## src/rtl/acc_unit_pkg.sv

```systemverilog
package acc_unit_pkg;

  typedef enum logic [3:0] {
    ACC_NEG   = 4'd0,
    ACC_SATSB = 4'd1,
    ACC_SATUB = 4'd2,
    ACC_SATSH = 4'd3,
    ACC_SATUH = 4'd4
  } acc_code_e;

  typedef enum logic [2:0] {
    RES_NONE = 3'd0,
    RES_NEG  = 3'd1,
    RES_INV  = 3'd2,
    RES_SB   = 3'd3,
    RES_UB   = 3'd4,
    RES_SH   = 3'd5,
    RES_UH   = 3'd6
  } res_sel_e;

  localparam int BYTE_W = 8;
  localparam int HALF_W = 16;

endpackage

```

## src/rtl/acc_decode.sv

```systemverilog
module acc_decode
  import acc_unit_pkg::*;
(
  input  logic       grp,
  input  logic [3:0] code,
  output res_sel_e   sel,
  output logic       writes
);

  always_comb begin
    sel = RES_NONE;
    if (grp) begin
      if (code != 4'd0) sel = RES_INV;
    end else begin
      case (code)
        ACC_NEG:   sel = RES_NEG;
        ACC_SATSB: sel = RES_SB;
        ACC_SATUB: sel = RES_UB;
        ACC_SATSH: sel = RES_SH;
        ACC_SATUH: sel = RES_UH;
        default:   sel = RES_NONE;
      endcase
    end
    writes = (sel != RES_NONE);
  end

endmodule

```

## src/rtl/acc_clamp.sv

```systemverilog
module acc_clamp #(
  parameter int DW     = 32,
  parameter int BITS   = 8,
  parameter bit SIGNED = 1'b1
) (
  input  logic [DW-1:0] x,
  output logic [DW-1:0] y
);

  localparam int EXT = DW - BITS;

  generate
    if (SIGNED) begin : g_signed
      localparam logic [DW-1:0] LO = {{(EXT+1){1'b1}}, {(BITS-1){1'b0}}};
      localparam logic [DW-1:0] HI = {{(EXT+1){1'b0}}, {(BITS-1){1'b1}}};
      logic [DW-1:0] floored;
      always_comb begin
        floored = ($signed(x) < $signed(LO)) ? LO : x;
        y       = ($signed(floored) > $signed(HI)) ? HI : floored;
      end
    end else begin : g_unsigned
      localparam logic [DW-1:0] HI = {{EXT{1'b0}}, {BITS{1'b1}}};
      always_comb y = (x > HI) ? HI : x;
    end
  endgenerate

endmodule

```

## src/rtl/short_acc_unit.sv

```systemverilog
module short_acc_unit
  import acc_unit_pkg::*;
#(
  parameter int DW = 32,
  parameter int AW = 4
) (
  input  logic          clk,
  input  logic          rst,
  input  logic          in_valid,
  input  logic          in_grp,
  input  logic [3:0]    in_code,
  input  logic [AW-1:0] in_addr,
  input  logic [DW-1:0] in_data,
  output logic          done,
  output logic          wr_en,
  output logic [AW-1:0] wr_addr,
  output logic [DW-1:0] wr_data
);

  res_sel_e      sel;
  logic          writes;
  logic [DW-1:0] sb_v, ub_v, sh_v, uh_v;
  logic [DW-1:0] result;

  acc_decode u_dec (
    .grp   (in_grp),
    .code  (in_code),
    .sel   (sel),
    .writes(writes)
  );

  acc_clamp #(.DW(DW), .BITS(BYTE_W), .SIGNED(1'b1)) u_sb (.x(in_data), .y(sb_v));
  acc_clamp #(.DW(DW), .BITS(BYTE_W), .SIGNED(1'b0)) u_ub (.x(in_data), .y(ub_v));
  acc_clamp #(.DW(DW), .BITS(HALF_W), .SIGNED(1'b1)) u_sh (.x(in_data), .y(sh_v));
  acc_clamp #(.DW(DW), .BITS(HALF_W), .SIGNED(1'b0)) u_uh (.x(in_data), .y(uh_v));

  always_comb begin
    case (sel)
      RES_NEG: result = {DW{1'b0}} - in_data;
      RES_INV: result = ~in_data;
      RES_SB:  result = sb_v;
      RES_UB:  result = ub_v;
      RES_SH:  result = sh_v;
      RES_UH:  result = uh_v;
      default: result = in_data;
    endcase
  end

  always_ff @(posedge clk) begin
    if (rst) begin
      done    <= 1'b0;
      wr_en   <= 1'b0;
      wr_addr <= '0;
      wr_data <= '0;
    end else begin
      done  <= in_valid;
      wr_en <= in_valid & writes;
      if (in_valid && writes) begin
        wr_addr <= in_addr;
        wr_data <= result;
      end
    end
  end

endmodule

```

## config.mk

```make
export PLATFORM = sky130hd
export DESIGN_NAME = short_acc_unit
export DESIGN_NICKNAME = d
export VERILOG_FILES = /design/src/rtl/acc_unit_pkg.sv /design/src/rtl/acc_decode.sv /design/src/rtl/acc_clamp.sv /design/src/rtl/short_acc_unit.sv
export SDC_FILE = /design/constraint.sdc
export NUM_CORES = 1
export LEC_CHECK = 0
export BUFFER_PORTS_ARGS = -buffer_cell sky130_fd_sc_hd__buf_2
export CORE_AREA = 2 2 104 106
export DETAILED_ROUTE_END_ITERATION = 10
export DIE_AREA = 0 0 106 108
export MAX_ROUTING_LAYER = met4
export PLACE_DENSITY = 0.51
export SLEW_MARGIN = 15
export SYNTH_ARGS = -nofsm -noshare
export SYNTH_HDL_FRONTEND = slang
export SYNTH_SLANG_ARGS = --single-unit
export TNS_END_PERCENT = 1
```

## constraint.sdc

```tcl
create_clock -name clk -period 2.6 [get_ports clk]
set_clock_uncertainty 0.05 [all_clocks]
set_input_delay 0 -clock clk [delete_from_list [all_inputs] [get_ports clk]]
set_output_delay 0 -clock clk [all_outputs]
set_load 0.03 [all_outputs]
```

# Word-level counts from Yosys, hierarchy flattened
# Index checks and enable logic that the tools add are counted.
# totals
regBits	38
inputBits	44
# op_classes
muxes	10
bitwise_logic	2
n_eq_ne	10
order_cmp	6
reduce_logical	4
addsub	1
# ops
operator	n
32-bit 2-to-1 mux	6
32-bit one-hot mux with 6 select lines	1
32-bit by 16-bit greater-than comparator with 1-bit output (second input constant)	2
32-bit by 8-bit greater-than comparator with 1-bit output (second input constant)	2
32-bit by 16-bit less-than comparator with 1-bit output (second input constant)	1
32-bit by 8-bit less-than comparator with 1-bit output (second input constant)	1
32-bit inverter	1
1-bit by 32-bit subtractor with 32-bit output (first input constant)	1
3-bit one-hot mux with 5 select lines	1
3-bit == test (second input constant)	3
4-bit by 2-bit == test with 1-bit output (second input constant)	2
3-bit by 2-bit == test with 1-bit output (second input constant)	2
4-bit by 1-bit == test with 1-bit output (second input constant)	1
4-bit by 3-bit == test with 1-bit output (second input constant)	1
4-bit logical NOT	1
4-bit nonzero test	1
3-bit by 1-bit == test with 1-bit output (second input constant)	1
3-bit 2-to-1 mux	1
3-bit nonzero test	1
2-bit 2-to-1 mux	1
1-bit bitwise AND	1
1-bit logical AND	1

# Logic depth before layout (Yosys ltp)
# Gate-level depths: netlist of the first run.
# depth
ltp_word	5
depth_mapped	13
ltp_nobuf	11

# Modules after synthesis
# Synthesis of the first run repeated with hierarchy kept, for this count alone.
# hier_totals
cells_unflattened	798
hier_area_um2	5566.6
# by_module_without_submodules
module	seq_area_each_um2	cells_each	area_per_inst_um2	instances
short_acc_unit	760.7	513	3873.7	1
acc_clamp (u_sh)	0.0	86	528.0	1
acc_clamp (u_sb)	0.0	106	499.2	1
acc_clamp (u_ub)	0.0	42	324.1	1
acc_clamp (u_uh)	0.0	39	260.2	1
acc_decode	0.0	12	81.3	1

# Least setup slack after synthesis of the first run
# OpenSTA, ideal clock, no wires.
# synth_path
path_kind	in2reg
start	input port in_data[25]
end	register wr_data[26]
arrival_ns	2.651
slack_ns	-0.237
setup_ns	0.136
path_stages	13
n_path_buf	2
t_required_ns	2.414
path_cell_list	clkbuf_1 -> nand4_1 -> nor4_1 -> nand4_1 -> or3_1 -> ha_1 -> nor2_1 -> nand3_1 -> nor4_1 -> or3_1 -> buf_2 -> nor3_1 -> a31oi_1
# synth_via
elab_chain_len	5
elab_cells_between_ends	14
cone_classes	1 x add/sub; 6 x order compare; 7 x mux
# synth_lines
element	line_no	text
start, declared	short_acc_unit.sv:13	input logic [DW-1:0] in_data,
32-bit by 16-bit less-than comparator with 1-bit output / 32-bit by 8-bit less-than comparator with 1-bit output (equally long branches)	acc_clamp.sv:18	floored = ($signed(x) < $signed(LO)) ? LO : x;
32-bit 2-to-1 mux	acc_clamp.sv:18	
32-bit by 16-bit greater-than comparator with 1-bit output / 32-bit by 8-bit greater-than comparator with 1-bit output (equally long branches)	acc_clamp.sv:19	y = ($signed(floored) > $signed(HI)) ? HI : floored;
32-bit 2-to-1 mux	acc_clamp.sv:19	
32-bit one-hot mux with 6 select lines *	short_acc_unit.sv:38	case (sel)
end signal, assigned	short_acc_unit.sv:60	wr_data <= result;
end, declared	short_acc_unit.sv:17	output logic [DW-1:0] wr_data
# Mark *: on every way between the ends. The rest lies on a longest branch, timed or not.
# A chain may end at the register's enable or synchronous reset.

# Worst setup path after layout of the first run
# layout_path
start	input port in_data[30]
end	register wr_data[14]
# The elaborated chain is that of the path after synthesis.

==> summary.md, run 1 <==
| Metric | Value |
|---|---|
| Die height | `about 110 µm` |
| Critical path's most frequent cell | `nand4_1` |
| 1st-iter DRT viols | `approximately 320` |
| CTS sink cnt | `38` |
| Xor/xnor share of the synthesized area | `0.0347` |
| Post-synthesis register bit count | `38` |
| Initial antenna violation count | `0` |
| PnR worst setup slack | `about 0.13 ns` |
| Commonest non-fill, non-tap cell in the layout | `buf_2` |
| Post-CTS Setup Inserts | `0` |
| Hold Path Class | `in2reg` |
| Top Family by Delay on Critical Path | `simple AND/OR/NAND/NOR gates` |
| Worst path bufs/invs | `1` |
| Largest stage delay, worst path | `roughly 0.53 ns` |
| Mapped Area | `roughly 3000 µm²` |
| Total grt overflow | `0` |
| Type of origin of the critical path | `input port` |
| Synth unique cells | `58` |
| Antenna diode instance count | `0` |
| WP data arrival | `between 2 and 3 ns` |
| Total Wirelength | `between 10000 and 15000 µm` |
| Final Core Density | `0.419` |
| Setup crit end kind | `flip-flop` |
| Die width | `106 µm` |
| Post-Synth Simple-Gate Area | `0.347` |
| Sequential-to-total area share from yosys stat | `0.251` |
| Fillcell total | `roughly 1100` |
| Nets | `~600` |
| YS warnings | `0` |
| Final min period | `2.47 ns` |
| Area Growth Syn to Fin | `41.5%` |
| Multiplexer area fraction after synthesis | `0.00331` |
| Max_cap viols | `0` |
| PortBufs | `slightly above 80` |
| IO Count | `between 80 and 90` |
| RSZ-0062 raised after global routing | `false` |
| Vias/cell | `5.61` |
| GR met3 Demand/Resource | `0.0313` |
| Slowest CP cell | `or4_1` |
| Busiest grt layer | `met2` |
| CTS clk-pin slew, worst paths | `approximately 0.08 ns` |
| Number of synthesized flops with an enable pin | `0` |
| Final Wtd Congestion | `0.930` |
| Fraction of the mapped netlist area in compound gates | `0.294` |
| Core ar. | `~10000 µm²` |
| GR Util met1 | `0.306` |
| Largest family of logic cells by synthesized area | `simple AND/OR/NAND/NOR gates` |
| CTS tree | `built` |
| Overall Power | `about 1.8 mW` |
| DRC | `0` |
| Total Routing Usage GR | `0.221` |
| Crit Path Category | `in2reg` |
| Rows | `37` |
| Relative slew slack | `0.639` |
| Final setup violation count | `0` |
| Power Dens Cells | `roughly 410 nW/µm²` |
| Final number of max-transition violations | `0` |
| Worst Path Required | `2.77 ns` |
| Mean Syn Cell Area | `approximately 7.0 µm²` |
| # H-tree levels | `2` |
| Starting density of the core | `0.296` |
| First-pass GRT wire length | `a little under 20000 µm` |
| TritonCTS buffer count | `5` |
| Clk Latency, worst-skew pair | `approximately 0.29 ns` |
| DP Worst Slack | `-0.344 ns` |
| Hpwl dp | `9340 µm` |
| Cells after Synth | `431` |
| Least-Margin Pin Slew | `0.537 ns` |
| Fin Setup TNS | `0 ns` |
| Max clock buf depth | `2` |
| Routed Antenna Nets | `0` |
| Largest net degree at the start of global routing | `33` |
| Async S/R FF share, synth | `0` |
| Final hold viol count | `0` |
| Adder and majority gate portion of the synthesized area | `0.0124` |
| Crit-path cells | `buf_2 -> nand4_1 -> nor4_2 -> nand4_1 -> or3_4 -> ha_4 -> nor2_2 -> nand3_2 -> o31ai_4 -> a21oi_2 -> or4_1 -> a31oi_1` |
| Mapped Nets | `around 480` |
| Worst-path maximum fanout | `5` |
| Global routing usage on met2 | `0.339` |
| Highest-count cells in the layout ignoring fill and taps | `buf_2 (81), buf_4 (73), nor2_1 (63)` |
| Wire per inst | `approximately 18 µm` |
| Outcome | `complete, no violations` |
| 1st-pass router iterations | `5` |
| Achievable Freq | `0.405 GHz` |
| Crit share post-route | `0.950` |
| DIE AREA | `~11000 µm²` |
| LEAKAGE | `about 1.7 nW` |
| Main synth FF type | `dfxtp_1` |
| Layout cells sized above 1 | `0.322` |
| Routed vias | `between 3000 and 4000` |
| Vias in the first global route | `3734` |
| Root Buffer | `clkbuf_8` |
| VDD IR-drop max | `207 µV` |
[synthesized netlist by cell type, types with 2 or more instances]
library cell	instances	area [µm²]
nor4b_1	5	43.8
inv_1	5	18.8
clkbuf_1	31	116
xor2_1	2	17.5
a21oi_1	28	140
nand3_1	9	45.0
nor2_1	65	244
nand2_1	33	124
o41ai_1	2	17.5
a311oi_1	7	61.3
nor3_1	24	120
ha_1	3	37.5
o2111ai_1	2	17.5
o21a_1	2	15.0
a2111oi_0	2	17.5
nand4_1	7	43.8
a31oi_1	10	62.6
o22ai_1	8	50.1
or2_2	2	12.5
a221oi_1	4	35.0
o31a_1	3	26.3
o21ai_0	24	120
a211oi_1	20	150
nand2b_1	6	37.5
buf_6	2	22.5
buf_2	3	15.0
or3_1	5	31.3
or4_1	7	52.6
nor2b_1	4	25.0
dfxtp_1	38	761
a22o_1	3	26.3
nand3b_1	3	22.5
nor4_1	18	113
o32ai_1	2	17.5
nand4b_1	4	35.0
o31ai_1	4	30.0
and2_1	4	25.0
xnor2_1	10	87.6
[state kept, by name, summed over array words and instances, names as in the netlist]
name / count
wr_data: 32
wr_addr: 4
done: 1
wr_en: 1
[through the flow]
step	cell area [µm²]	hold slack, ns	std cells
floorplan	3080	0.0291	431
global placement	4060	0.192	686
detailed placement	4060	0.199	686
CTS	4270	0.0216	702
global route	4280	0.0350	702
finish	4280	0.0183	702
[cells by family after synthesis]
group                    Yosys count
adder cells (fa/ha/maj)            3
AO/OA/AOI/OAI                    132
multiplexers                       1
buffers and inverters             41
flip-flops                        38
AND/OR/NAND/NOR                  204
XOR/XNOR                          12
[routing by layer]
layer	up-vias	share of wire
met3	13	0.063
li1	1909	-
met4	0	0.014
met2	172	0.45
met1	1841	0.48
met5	-	0
[layout make-up]
class / count / area, µm² / share of cell area
multi-input cells: 352 / 2160 / 0.504
well taps: 136 / 170 / 0.0397
repair buffers: 164 / 1060 / 0.248
inverters: 5 / 18.8 / 0.00438
clock inverters: 1 / 30.0 / 0.00701
clock buffers: 6 / 82.6 / 0.0193
flip-flops and latches: 38 / 761 / 0.178
[worst register-to-register path: stages, from the launching register on]
cell	delay, ns
dfxtp_1	0.33
nor2_1	0.05
nor2_1	0.09
o31ai_1	0.08
a31oi_1	0.15
[report_power, final]
group,internal (mW),total (mW),switching [mW],leakage [nW]
clock network,0.307,0.530,0.222,0.0573
logic,0.220,0.581,0.361,1.33
registers,0.629,0.653,0.0237,0.314
total,1.16,1.76,0.607,1.70
[path summary, 6_finish.rpt]
path / endpoint / from / slack, ns / cells after the start
setup / recovery: wr_data[14] / in_data[30] / 0.13 / 12
setup reg to reg: wr_data[26] / wr_data[26] / 1.78 / 4
hold reg to reg: wr_addr[1] / wr_addr[1] / 0.40 / 2
hold / removal: wr_addr[1] / rst / 0.02 / 2
[what timing repair did]
item	in CTS	in global routing
endpoints found under the setup margin	2	8
gates cloned	0	0
pin swaps	0	1
endpoints found under the hold margin	9	0
resized for setup	1	5
hold buffers	9	0
Power figures use the tool's default switching activity.
==> run 2: changes to the inputs <==
- CORE_AREA: 2 2 104 106 -> 2 2 83 85
- DIE_AREA: 0 0 106 108 -> 0 0 85 87
- PLACE_DENSITY: 0.51 -> 0.74
==> run 2 against run 1 <==
Effect of this change:
- routed wire length down 5.8%
- global-route usage up 9.9 points
- combinational power about the same
- die area down 35%
- worst hold slack better by 0.040 ns
- maximum frequency down 1.4%
- total power down 1.5%
- critical path type unchanged
- critical endpoint is now wr_data[17]
- largest power group unchanged
- highest routed layer unchanged
==> summary.md, run 2 (synthesized netlist as in run 1, its figures left out) <==
| Metric | Value |
|---|---|
| Outcome | `complete, no violations` |
| PortBufs | `81 (unchanged)` |
| Starting density of the core | `0.461 (+0.165)` |
| Core ar. | `6570 µm² (-36%)` |
| CTS clk-pin slew, worst paths | `0.08 ns (about the same)` |
| Layout cells sized above 1 | `0.309 (-0.0130)` |
| Top Registers | `wr_data (32), wr_addr (4)` |
| LEAKAGE | `1.67 nW (-1.4%)` |
| 1st-pass router iterations | `5 (unchanged)` |
| Max clock buf depth | `2 (unchanged)` |
| Worst-path maximum fanout | `4 (-1)` |
| Post-CTS Setup Inserts | `0 (unchanged)` |
| Root Buffer | `clkbuf_8` |
| Crit share post-route | `0.963 (+0.0135)` |
| Antenna diode instance count | `0 (unchanged)` |
| Clk Latency, worst-skew pair | `0.29 ns (about the same)` |
| DRC | `0 (unchanged)` |
| Overall Power | `1.74 mW (-1.5%)` |
| Rows | `30 (-19%)` |
| Final number of max-transition violations | `0 (unchanged)` |
| Total Wirelength | `11600 µm (-5.8%)` |
| Clock share of power | `0.291 (-0.009)` |
| Sw Share | `0.345 (+0.000914)` |
| Max_cap viols | `0 (unchanged)` |
| Highest-count cells in the layout ignoring fill and taps | `buf_2 (81), buf_4 (70), nor2_1 (64)` |
| Register bank with the most flops | `wr_data` |
| Die height | `87 µm (-19%)` |
| Initial antenna violation count | `0 (unchanged)` |
| Total grt overflow | `0 (unchanged)` |
| VDD IR-drop max | `354 µV (+71%)` |
| Final Core Density | `0.635 (+0.216)` |
| Final setup violation count | `0 (unchanged)` |
| Vias in the first global route | `3631 (-2.8%)` |
| IO Count | `82 (unchanged)` |
| Routed Antenna Nets | `0 (unchanged)` |
| Largest net degree at the start of global routing | `33 (unchanged)` |
| Fin Setup TNS | `0 ns (unchanged)` |
| First-pass GRT wire length | `18400 µm (-6.2%)` |
| Worst Path Required | `2.72 ns (-0.05 ns)` |
| 1st-iter DRT viols | `405 (+27%)` |
| Finished Cell Area | `4170 µm² (-2.6%)` |
| CTS tree | `built` |
| Wire per inst | `18.0 µm (+2.7%)` |
| Area of placed instances | `3960 µm² (-2.3%)` |
| Setup crit end kind | `flip-flop` |
| Final hold viol count | `0 (unchanged)` |
| Die width | `85 µm (-20%)` |
| Final min period | `2.50 ns (+0.0350 ns)` |
| Least-Margin Pin Slew | `0.539 ns (+0.00157 ns)` |
| Crit Path Category | `in2reg` |
| Achievable Freq | `0.399 GHz (-1.4%)` |
| Power share of the combinational group | `0.334 (+0.004)` |
| Nets | `610 (-0.49%)` |
| NetSw | `0.600 mW (-1.2%)` |
| Total Routing Usage GR | `0.321 (+0.0994)` |
| DIE AREA | `7400 µm² (-35%)` |
| Type of origin of the critical path | `input port` |
| Hold Path Class | `in2reg` |
| RSZ-0062 raised after global routing | `false` |
| WP data arrival | `2.62 ns (-0.02 ns)` |
| Area Growth Syn to Fin | `37.8%` |
| Vias/cell | `6.25 (+11%)` |
| Hpwl dp | `8830 µm (-5.4%)` |
| CTS sink cnt | `38 (unchanged)` |
| Commonest non-fill, non-tap cell in the layout | `buf_2` |
| Largest register FFs | `32 (unchanged)` |
| # H-tree levels | `2 (unchanged)` |
| Routed vias | `4023 (+2.2%)` |
| Relative slew slack | `0.638 (-0.00106)` |
| Internal power | `1.14 mW (-1.6%)` |
| Fin Hold WS | `0.0579 ns (+0.0396 ns)` |
| Final Wtd Congestion | `0.948 (+1.9%)` |
| Seq pwr share | `0.375 (+0.005)` |
| Power Dens Cells | `417 nW/µm² (+1.2%)` |
| TritonCTS buffer count | `5 (unchanged)` |
==> run 2: path summary, 6_finish.rpt <==
check / slack [ns] / startpoint / cells past startpoint / endpoint
setup / recovery: 0.1 / in_data[15] / 12 / wr_data[17]
hold / removal: 0.06 / in_data[8] / 4 / wr_data[8]
setup reg to reg: 1.75 / wr_data[30] / 3 / wr_data[30]
hold reg to reg: 0.40 / wr_addr[2] / 2 / wr_addr[2]
==> run 2: final cells by class <==
| type | instances | area [µm²] |
|---|---|---|
| fill | 582 | 2400 |
| multi-input combinational | 352 | 2140 |
| timing repair buffer | 161 | 1040 |
| sequential | 38 | 761 |
| tap | 80 | 100 |
| clock buffer | 7 | 76.3 |
| clock inverter | 1 | 30.0 |
| inverter | 5 | 18.8 |
==> run 2: power by group through the flow <==
stage | logic (mW) | clock network (mW) | registers (mW)
2_1_floorplan | 0.240 | 0 | 0.758
3_3_place_gp | 0.550 | 0 | 0.663
3_5_place_dp | 0.557 | 0 | 0.665
4_1_cts | 0.570 | 0.515 | 0.651
5_1_grt | 0.626 | 0.542 | 0.656
6_report | 0.581 | 0.506 | 0.652
==> run 2: critical path, cell delays in order <==
cell and delay, ns:
buf_2 0.11, nand4_1 0.09, nor4_1 0.36, nand4_1 0.21, or3_4 0.38, ha_4 0.29, nor2_2 0.04, nand3_2 0.11
nor4_1 0.06, or3_1 0.42, a2111oi_1 0.45, nor4_1 0.11
==> run 2: timing repair <==
item,in CTS,in global routing
gates resized for setup,0,3
endpoints found under the hold margin,9,0
endpoints found under the setup margin,0,11
hold buffers,9,0
==> run 2: metal layers <==
metal | vias up | wire, µm | part of all wire | global-route usage
li1 | 1896 | - | - | -
met1 | 1826 | 5050 | 0.44 | 0.443
met3 | 37 | 1240 | 0.11 | 0.0607
met2 | 264 | 4920 | 0.42 | 0.457
met4 | 0 | 395 | 0.034 | 0.133
met5 | - | 0 | 0 | -
==> run 2: per-stage QoR <==
stage               std cells  setup WS, ns
floorplan                 431        0.0318
global placement          627        -0.175
detailed placement        627        -0.192
CTS                       644         0.103
global route              644        0.0112
finish                    644        0.0956
==> run 3: changes to the inputs <==
- BUFFER_PORTS_ARGS: -buffer_cell sky130_fd_sc_hd__buf_2 -> not set
- CORE_AREA: 2 2 83 85 -> 2 2 76 78
- DIE_AREA: 0 0 85 87 -> 0 0 78 80
- DONT_BUFFER_PORTS: not set -> 1
- PLACE_DENSITY: 0.74 -> 0.73
==> run 3 against run 2 <==
Effect of this change:
- the flow now finishes with violations (negative hold slack)
- combinational power shrank 38%
- global-route usage grew 5.5 points
- clock-buffer cell count shrank 1
- non-clock buffer count shrank 97
- core utilization grew 5.6 points
- worst setup slack gained 0.099 ns
- worst hold slack lost 0.098 ns
==> summary.md, run 3 (synthesized netlist as in run 1, its figures left out) <==
| Metric | Value |
|---|---|
| Worst Setup SP | `in_data[19]` |
| Clk Latency, worst-skew pair | `0.29 ns (about the same)` |
| Finished Cell Area | `3730 µm² (-10%)` |
| Failing checks | `negative hold slack` |
| Crit Path Category | `in2reg` |
| Crit share post-route | `0.925 (-0.0383)` |
| Register bank with the most flops | `wr_data` |
| Total grt overflow | `0 (unchanged)` |
| Type of origin of the critical path | `input port` |
| Vias in the first global route | `3581 (-1.4%)` |
| CTS clk-pin slew, worst paths | `0.09 ns (about the same)` |
| Area of placed instances | `3210 µm² (-19%)` |
| Relative slew slack | `0.462 (-0.175)` |
| Fin Hold WS | `-0.0397 ns (-0.0976 ns)` |
| First-pass GRT wire length | `18000 µm (-2.0%)` |
| Final Core Density | `0.691 (+0.0561)` |
| PnR worst setup slack | `0.195 ns (+0.0995 ns)` |
| Outcome | `finished, violations left` |
| Final number of max-transition violations | `0 (unchanged)` |
| Root Buffer | `clkbuf_8` |
| VDD IR-drop max | `351 µV (-1.0%)` |
| Overall Power | `1.75 mW (+0.87%)` |
| Fin cells | `539 (-16%)` |
| 1st-pass router iterations | `5 (unchanged)` |
| Final setup violation count | `0 (unchanged)` |
| Routed vias | `3789 (-5.8%)` |
| Hold Path Class | `in2reg` |
| Area Growth Syn to Fin | `23.4%` |
| DP Worst Slack | `0.0378 ns (+0.230 ns)` |
| Critical path's most frequent cell | `nand4_1` |
| Top Family by Delay on Critical Path | `simple AND/OR/NAND/NOR gates` |
| LEAKAGE | `1.24 nW (-26%)` |
| Top Registers | `wr_data (32), wr_addr (4)` |
| Rows | `27 (-10%)` |
| Achievable Freq | `0.416 GHz (+4.1%)` |
| Commonest non-fill, non-tap cell in the layout | `nor2_1` |
| Initial antenna violation count | `0 (unchanged)` |
| Hpwl dp | `7670 µm (-13%)` |
| Largest stage delay, worst path | `0.46 ns (about the same)` |
| Largest register FFs | `32 (unchanged)` |
| Worst Path Required | `2.72 ns (about the same)` |
| Vias/cell | `7.03 (+13%)` |
| Worst R2R Setup Slack | `1.16 ns (-0.59 ns)` |
| Total Routing Usage GR | `0.376 (+0.0554)` |
| Crit-path cells | `nand4_1 -> nor4_2 -> nand4_1 -> or3_4 -> ha_4 -> nor4b_2 -> buf_4 -> nor2_1 -> nand2_1 -> o31ai_1 -> a31oi_1` |
| Max clock buf depth | `2 (unchanged)` |
| Nets | `513 (-16%)` |
| Final min period | `2.40 ns (-0.0995 ns)` |
| Fin Setup TNS | `0 ns (unchanged)` |
| Worst-path maximum fanout | `6 (+2)` |
| Wire per inst | `21.3 µm (+18%)` |
| R2r startpoint | `wr_addr[2]` |
| TritonCTS buffer count | `5 (unchanged)` |
| Worst path bufs/invs | `1 (unchanged)` |
| Origin of the worst min-delay path | `in_code[1]` |
| WP data arrival | `2.52 ns (-0.10 ns)` |
| Largest net degree at the start of global routing | `33 (unchanged)` |
| Routed Antenna Nets | `0 (unchanged)` |
| Post-CTS Setup Inserts | `0 (unchanged)` |
| Fillcell total | `460 (-21%)` |
| Dpl cells | `495 (-21%)` |
| PortBufs | `0 (-100%)` |
| 1st-iter DRT viols | `549 (+36%)` |
| # H-tree levels | `2 (unchanged)` |
| Final hold viol count | `1 (+1)` |
| Core ar. | `5410 µm² (-18%)` |
| RSZ-0062 raised after global routing | `false` |
| Starting density of the core | `0.560 (+0.0992)` |
| Slowest CP cell | `o31ai_1` |
| Setup crit end kind | `flip-flop` |
| Die height | `80 µm (-8.0%)` |
| Max_cap viols | `0 (unchanged)` |
| Highest-count cells in the layout ignoring fill and taps | `nor2_1 (64), dfxtp_1 (38), dlygate4sd3_1 (35)` |
| IO Count | `82 (unchanged)` |
| DRC | `0 (unchanged)` |
| Layout cells sized above 1 | `0.113 (-0.195)` |
| Antenna diode instance count | `0 (unchanged)` |
| CTS tree | `built` |
| Final Wtd Congestion | `0.954 (+0.63%)` |
| Die width | `78 µm (-8.2%)` |
| Least-Margin Pin Slew | `0.786 ns (+0.248 ns)` |
| Total Wirelength | `11500 µm (-1.2%)` |
| DIE AREA | `6240 µm² (-16%)` |
| CTS sink cnt | `38 (unchanged)` |
| Power Dens Cells | `470 nW/µm² (+13%)` |
[run 3: cell types whose count changed in the layout (fill, tap and decap cells not counted)]
cell,change
o21ai_0,-1
o21ai_1,+1
a2111oi_1,-1
bufinv_16,+1
a2111oi_0,+1
clkbuf_1,-2
clkbuf_8,+1
dlygate4sd3_1,+26
buf_4,-42
buf_2,-81
[run 3: final timing paths]
check             depth (start not counted)          end
setup reg to reg                          3   wr_addr[2]
setup / recovery                         11  wr_data[26]
hold reg to reg                           2   wr_addr[1]
hold / removal                            3   wr_data[4]
[run 3: where the power goes]
| group | switching (mW) | leakage (nW) | internal [mW] |
|---|---|---|---|
| sequential | 0.125 | 0.314 | 0.630 |
| clock | 0.229 | 0.0714 | 0.410 |
| combinational | 0.197 | 0.858 | 0.164 |
| total | 0.551 | 1.24 | 1.20 |
[run 3: cell type report]
| cell class | count | area [µm²] | share of cell area |
|---|---|---|---|
| Multi-Input combinational cell | 352 | 2140 | 0.574 |
| Sequential cell | 38 | 761 | 0.204 |
| Clock inverter | 2 | 60.1 | 0.0161 |
| Inverter | 5 | 18.8 | 0.00503 |
| Clock buffer | 6 | 82.6 | 0.0221 |
| Tap cell | 72 | 90.1 | 0.0241 |
| Timing Repair Buffer | 64 | 581 | 0.155 |
[run 3: repair_timing]
action,4_1_cts,5_1_grt
hold buffers,37,0
endpoints found under the setup margin,0,1
gates resized for setup,0,3
endpoints found under the hold margin,38,0
[run 3: worst min-delay path: stages]
cell      delay [ns]
nor2_1          0.06
nand2_1         0.11
a311oi_1        0.09
[run 3: layer usage]
layer	global-route usage	vias up	wire length (µm)
met5	-	-	0
met4	0.135	0	329
met3	0.0995	43	1550
met2	0.578	308	5060
met1	0.478	1734	4540
li1	-	1704	-
